--- src/rtl/pdx_pkg.sv ---
package pdx_pkg;
  typedef enum logic {
    PDX_SCATTER = 1'b0,
    PDX_GATHER  = 1'b1
  } pdx_op_e;

  typedef enum logic {
    ST_IDLE = 1'b0,
    ST_WALK = 1'b1
  } pdx_state_e;
endpackage

--- src/rtl/pdx_lsb_pick.sv ---
// Isolates the lowest set bit of the remaining mask and reports its index.
module pdx_lsb_pick #(
  parameter int WIDTH = 32,
  localparam int IW = $clog2(WIDTH)
) (
  input  logic [WIDTH-1:0] rem_i,
  output logic [WIDTH-1:0] onehot_o,
  output logic [IW-1:0]    idx_o,
  output logic             any_o
);
  // two's complement trick: x & -x keeps only the lowest one
  assign onehot_o = rem_i & (~rem_i + {{(WIDTH-1){1'b0}}, 1'b1});
  assign any_o    = |rem_i;

  // trailing-zero count as a priority encoder, lowest bit wins
  always_comb begin
    idx_o = '0;
    for (int i = WIDTH - 1; i >= 0; i--) begin
      if (rem_i[i]) idx_o = IW'(i);
    end
  end
endmodule

--- src/rtl/pdx_ctrl.sv ---
// Sequencer: accepts a request, counts steps, signals completion.
module pdx_ctrl #(
  parameter int WIDTH = 32,
  localparam int CW = $clog2(WIDTH)
) (
  input  logic          clk,
  input  logic          rst_n,
  input  logic          start_i,
  input  logic          rem_zero_i,
  output logic          accept_o,
  output logic          step_o,
  output logic          busy_o,
  output logic          done_o,
  output logic [CW-1:0] cnt_o
);
  import pdx_pkg::*;

  pdx_state_e    state_q, state_d;
  logic          done_q, done_d;
  logic [CW-1:0] cnt_q, cnt_d;
  logic          finish;
  logic          cnt_en;

  assign accept_o = start_i && (state_q == ST_IDLE);
  assign step_o   = (state_q == ST_WALK) && !rem_zero_i;
  assign finish   = (state_q == ST_WALK) && rem_zero_i;
  assign cnt_en   = accept_o || step_o;

  always_comb begin
    state_d = state_q;
    unique case (state_q)
      ST_IDLE: if (accept_o) state_d = ST_WALK;
      ST_WALK: if (finish)   state_d = ST_IDLE;
      default: state_d = ST_IDLE;
    endcase
    done_d = finish;
    cnt_d  = accept_o ? '0 : cnt_q + {{(CW-1){1'b0}}, 1'b1};
  end

  always_ff @(posedge clk or negedge rst_n) begin
    if (!rst_n) begin
      state_q <= ST_IDLE;
      done_q  <= 1'b0;
      cnt_q   <= '0;
    end else begin
      state_q <= state_d;
      done_q  <= done_d;
      if (cnt_en) cnt_q <= cnt_d;
    end
  end

  assign busy_o = (state_q == ST_WALK);
  assign done_o = done_q;
  assign cnt_o  = cnt_q;

  // completion and busy never overlap
  a_r6_done_not_busy: assert property (@(posedge clk) disable iff (!rst_n)
    done_o |-> !busy_o);
  // completion is a single-cycle pulse
  a_r5_done_pulse: assert property (@(posedge clk) disable iff (!rst_n)
    done_o |=> !done_o);
  // an exhausted mask ends the request on the next edge
  a_r8_empty_finishes: assert property (@(posedge clk) disable iff (!rst_n)
    (busy_o && rem_zero_i) |=> (done_o && !busy_o));
endmodule

--- src/rtl/pdx_unit.sv ---
// Top: operand capture, per-step bit routing, result accumulation.
module pdx_unit #(
  parameter int WIDTH = 32
) (
  input  logic             clk,
  input  logic             rst_n,
  input  logic             start_i,
  input  logic             op_i,
  input  logic [WIDTH-1:0] src_i,
  input  logic [WIDTH-1:0] mask_i,
  output logic             busy_o,
  output logic             done_o,
  output logic [WIDTH-1:0] result_o
);
  import pdx_pkg::*;

  localparam int CW = $clog2(WIDTH);
  localparam logic [WIDTH-1:0] ONE = {{(WIDTH-1){1'b0}}, 1'b1};

  logic [WIDTH-1:0] src_q, src_d;
  logic [WIDTH-1:0] rem_q, rem_d;
  logic [WIDTH-1:0] res_q, res_d;
  pdx_op_e          op_q, op_d;

  logic             accept, step;
  logic [CW-1:0]    cnt;
  logic [WIDTH-1:0] pick_onehot;
  logic [CW-1:0]    pick_idx;
  logic             pick_any;
  logic             route_bit;
  logic [WIDTH-1:0] route_dst;
  logic             load_en;

  pdx_lsb_pick #(.WIDTH(WIDTH)) u_pick (
    .rem_i    (rem_q),
    .onehot_o (pick_onehot),
    .idx_o    (pick_idx),
    .any_o    (pick_any)
  );

  pdx_ctrl #(.WIDTH(WIDTH)) u_ctrl (
    .clk        (clk),
    .rst_n      (rst_n),
    .start_i    (start_i),
    .rem_zero_i (!pick_any),
    .accept_o   (accept),
    .step_o     (step),
    .busy_o     (busy_o),
    .done_o     (done_o),
    .cnt_o      (cnt)
  );

  // Scatter: source index is the step count, destination the picked bit.
  // Gather:  source index is the picked bit, destination the step count.
  always_comb begin
    if (op_q == PDX_SCATTER) begin
      route_bit = src_q[cnt];
      route_dst = pick_onehot;
    end else begin
      route_bit = src_q[pick_idx];
      route_dst = ONE << cnt;
    end
  end

  assign load_en = accept || step;

  always_comb begin
    src_d = src_q;
    op_d  = op_q;
    rem_d = rem_q;
    res_d = res_q;
    if (accept) begin
      src_d = src_i;
      op_d  = pdx_op_e'(op_i);
      rem_d = mask_i;
      res_d = '0;
    end else if (step) begin
      rem_d = rem_q & (rem_q - ONE);
      res_d = res_q | (route_bit ? route_dst : '0);
    end
  end

  always_ff @(posedge clk or negedge rst_n) begin
    if (!rst_n) begin
      src_q <= '0;
      rem_q <= '0;
      res_q <= '0;
      op_q  <= PDX_SCATTER;
    end else if (load_en) begin
      src_q <= src_d;
      rem_q <= rem_d;
      res_q <= res_d;
      op_q  <= op_d;
    end
  end

  assign result_o = res_q;

  // each working step removes exactly one mask bit
  a_r4_one_per_step: assert property (@(posedge clk) disable iff (!rst_n)
    (busy_o && (rem_q != '0)) |=> ($countones(rem_q) == $countones($past(rem_q)) - 1));
  // the removed bit lies below every bit that remains
  a_r4_lowest_first: assert property (@(posedge clk) disable iff (!rst_n)
    (busy_o && (rem_q != '0)) |=> (((($past(rem_q) ^ rem_q) - ONE) & rem_q) == '0));
  // the encoder index and the isolated bit agree
  a_r4_pick_agrees: assert property (@(posedge clk) disable iff (!rst_n)
    pick_any |-> (pick_onehot == (ONE << pick_idx)));
  // scatter never touches a position still pending in the mask
  a_r3_pending_clear: assert property (@(posedge clk) disable iff (!rst_n)
    (busy_o && (op_q == PDX_SCATTER)) |-> ((res_q & rem_q) == '0));
  // a start during a request leaves the captured operands alone
  a_r7_start_ignored: assert property (@(posedge clk) disable iff (!rst_n)
    (busy_o && start_i) |=> ($stable(src_q) && $stable(op_q)));
  // idle without a request keeps the result
  a_r9_result_held: assert property (@(posedge clk) disable iff (!rst_n)
    (!busy_o && !start_i) |=> $stable(result_o));
endmodule

--- config.mk ---
export PLATFORM = sky130hd
export DESIGN_NAME = pdx_unit
export DESIGN_NICKNAME = d
export VERILOG_FILES = /design/src/rtl/pdx_pkg.sv /design/src/rtl/pdx_lsb_pick.sv /design/src/rtl/pdx_ctrl.sv /design/src/rtl/pdx_unit.sv
export SDC_FILE = /design/constraint.sdc
export NUM_CORES = 1
export LEC_CHECK = 0
export ABC_CLOCK_PERIOD_IN_PS = 7820
export BUFFER_PORTS_ARGS = -buffer_cell sky130_fd_sc_hd__buf_2
export CAP_MARGIN = 15
export CORE_UTILIZATION = 60
export CTS_BUF_LIST = sky130_fd_sc_hd__clkbuf_4 sky130_fd_sc_hd__clkbuf_8 sky130_fd_sc_hd__clkbuf_16
export CTS_CLUSTER_SIZE = 28
export DETAILED_ROUTE_END_ITERATION = 10
export GPL_ROUTABILITY_DRIVEN = 0
export MAX_ROUTING_LAYER = met4
export PLACE_DENSITY = 0.85
export SYNTH_ARGS = -nofsm -noshare
export SYNTH_HDL_FRONTEND = slang
export SYNTH_SLANG_ARGS = --single-unit
--- constraint.sdc ---
create_clock -name clk -period 7.82 [get_ports clk]
set_input_delay 0.391 -clock clk [delete_from_list [all_inputs] [get_ports clk]]
set_output_delay 0.391 -clock clk [all_outputs]
set_load 0.02 [all_outputs]
==> flow_summary.toml <==
[yosys]
yosys-top-cells-area = "dfrtp_1, nand2_1, mux4_2, mux2i_1, nor2_1"
dominant_combinational_cell_family_by_area_after_synthesis = "simple AND/OR/NAND/NOR gates"
syn-cell-area_mm2 = 0.00594
synthTopCellsByCount = "nand2_1, dfrtp_1, nor2_1"
asyncSetResetFlopFracSynth = 1.00
postSynth.topFlopCell = "dfrtp_1"
synth-seq-cells = 104
synth_sequential_area_ratio = 0.438
post_synth_inst_count = 655
proportion_of_synthesized_area_in_mux_cells = 0.0809
syn_avg_cell_area_um2 = 9.07
synth_compound_gate_area_share = 0.188
synth.most_common_cell = "nand2_1"
yosysUniqueCellTypes = 59
yosys.area_share.adder = 0.0126
synth.top_cell.area_share = 0.438
synth_top_area_cell = "dfrtp_1"
synth-warning-count = 0
syn_nets = 729
synth_simple_gate_area_share = 0.236
synth_xor_area_frac = 0.00147
synth_edf_count = 0

[clocking]
cts_hold_repair.buffers = 0
clock_tree.htree_level_count = 3
cts-resized-gates = 0
post_cts_setup_buffers = 0
tritoncts_clock_tree = "built"
cts_num_sinks = 104
clkLatencyLatePin_ns = 0.38
tritoncts.num_buffers = 9
clock_tree.root_cell = "clkbuf_8"
clock_path_buffers = 2
worst_setup_hold_path_clk_slew_ns = 0.10

[detailed_routing]
routed_wirelength_mm = 16.2
detail_route.drc_violations = 0
drt_pass1_iterations = 7
vias_per_cell = 6.49
routedWlPerCell_um = 18.7
drtAntennaViolNets = 0
vias = 5601
drtIter0Drc = 531

[worst_setup_path]
worst_ep_arrival_time_ns = 4.25
timing.reg2reg.setup_slack_ns = 3.84
top_delay_family_on_crit_path = "compound AO/OA/AOI/OAI gates"
critical_path.reg2reg.startpoint = "rem_q[8]"
cp_slowest_cell = "o311ai_4"
worst_setup_sp_type = "register"
worstPathMaxFanout = 20
reg2reg_to = "result_o[2]"
worst-path-stages = 9
timing.critical_path.slowest_cell_delay_ns = 0.67
cp-end-kind = "register"
timing.setup.critical_path_class = "register to register"
timing.critical_path.to = "result_o[2]"
worst_ep_required_time_ns = 8.09
reg2regPathDepth = 9
timing.critical_path.cells = "nor2_1 > o311ai_0 > a221oi_1 > and2_1 > mux4_2 > nor2b_1 > o311ai_4 > buf_4 > o31ai_1"
cp-startpoint = "rem_q[8]"
critical_path.n_buffers_inverters = 1

[die]
initial_utilization = 0.631
die_height_um = 102
core_footprint_mm2 = 0.00942
core.rowCount = 35
ioPinCount = 102
design.die.area_mm2 = 0.0103
fp.dieW_um = 102

[global_route]
antenna_violations_before_repair = 0
via_count_of_the_first_global_routing_pass = 5296
grt_max_degree = 57
grt_usage = 0.345
grt_first_pass_wirelength_mm = 26.2
overflow_left_after_global_routing = 0

[sta]
slew_violations = 0
setup_total_negative_slack_ns = 0
max-slew-margin-rel = 0.350
achievable-frequency_mhz = 251
period_share = 0.509
unrepaired_setup_endpoints_after_global_routing = "no"
timing.final.hold_violations = 0
actual_slew_at_the_worst_max_slew_pin_ns = 0.973
setup-violations-final = 0
final_critical_path_setup_slack_ns = 3.84
clock_skew_ns = 0.00929
finalCriticalPeriod_ns = 3.98

[power]
p_leak_nw = 3.15
power.density_cell_area_mw_per_mm2 = 527
worst_ir_drop_vdd_mv = 0.293

[final_layout]
flow.area_growth_from_synthesis_pct = 12.3
layout-drive-gt1-share = 0.219
postLayoutCellArea_mm2 = 0.00667
antennaDiodeCount = 0
fin_nets = 803

[placement]
placedInstanceArea_mm2 = 0.00647
worst_slack_at_placement_ns = 3.94
place.detailed.hpwl_mm = 11.6
buffer_ports.inserted = 101

[hold_path]
holdCritPathClass = "input port to async pin"

[job]
timing.max_cap.violations = 0

[run_status]
run_status = "completed"
[state kept, by name (all words and copies together), names as in the netlist]
register       flops
rem_q             32
result_o          32
src_q             32
u_ctrl.cnt_o       5
op_q               1
u_ctrl.busy_o      1
u_ctrl.done_o      1
[how the worst min path moves through the flow]
stage          cells after the start      endpoint        start
4_1_cts                            1  result_o[31]        rst_n
5_1_grt                            1  result_o[31]        rst_n
3_5_place_dp                       2   result_o[0]  result_o[0]
2_1_floorplan                      0          op_q        rst_n
3_3_place_gp                       1  result_o[31]        rst_n
6_report                           1  result_o[31]        rst_n
[area by class of cell]
cell class / count / area (um^2)
fillers: 738 / 2740
clock buffers: 9 / 124
clock inverters: 7 / 77.6
multi-input cells: 491 / 3090
flip-flops and latches: 104 / 2600
repair buffers: 107 / 553
inverters: 16 / 60.1
well taps: 129 / 161
[layout by cell type, fill, tap and decap left out, drive strengths merged, types with 17 or more instances in the layout]
master / count
a21oi: 17
buf: 107
dfrtp: 104
inv: 18
mux2i: 21
nand2: 169
nor2: 52
o21ai: 23
o31ai: 25
[worst register-to-register path, stage by stage, from the launching register on]
cell and delay, ns:
dfrtp_1 0.53, nor2_1 0.25, o311ai_0 0.16, a221oi_1 0.48, and2_1 0.55, mux4_2 0.57
nor2b_1 0.17, o311ai_4 0.67, buf_4 0.36, o31ai_1 0.12
[routing by layer]
metal / track usage / part of all wire / vias to the layer above
met2: 0.526 / 0.46 / 407
met4: 0.172 / 0.052 / 0
met5: - / 0 / -
li1: - / - / 2494
met1: 0.452 / 0.39 / 2604
met3: 0.0497 / 0.095 / 96
[per-stage QoR]
step | hold slack, ns | total power [mW] | instances | util
floorplan | 0.0954 | 2.63 | 655 | -
detailed placement | 0.464 | 3.10 | 847 | 0.687
finish | 0.0229 | 3.52 | 863 | 0.709
CTS | 0.0681 | 3.46 | 863 | 0.709
global placement | 0.456 | 3.02 | 847 | 0.687
global route | 0.0839 | 3.74 | 863 | 0.709
[kinds of logic (layout without fill, tap and decap cells)]
kind of cell	after synthesis	in the layout
flip-flops	104	104
AND/OR/NAND/NOR	309	309
multiplexers	34	34
AO/OA/AOI/OAI	141	141
XOR/XNOR	1	1
adder cells (fa/ha/maj)	6	6
buffers and inverters	60	139
[where the power goes]
group / leakage (nW) / internal [mW] / switching [mW]
Clock: 0.101 / 0.152 / 0.199
Combinational: 1.69 / 0.798 / 1.33
Sequential: 1.36 / 0.755 / 0.289
Total: 3.15 / 1.71 / 1.81
(Power assumes the default switching activity.)
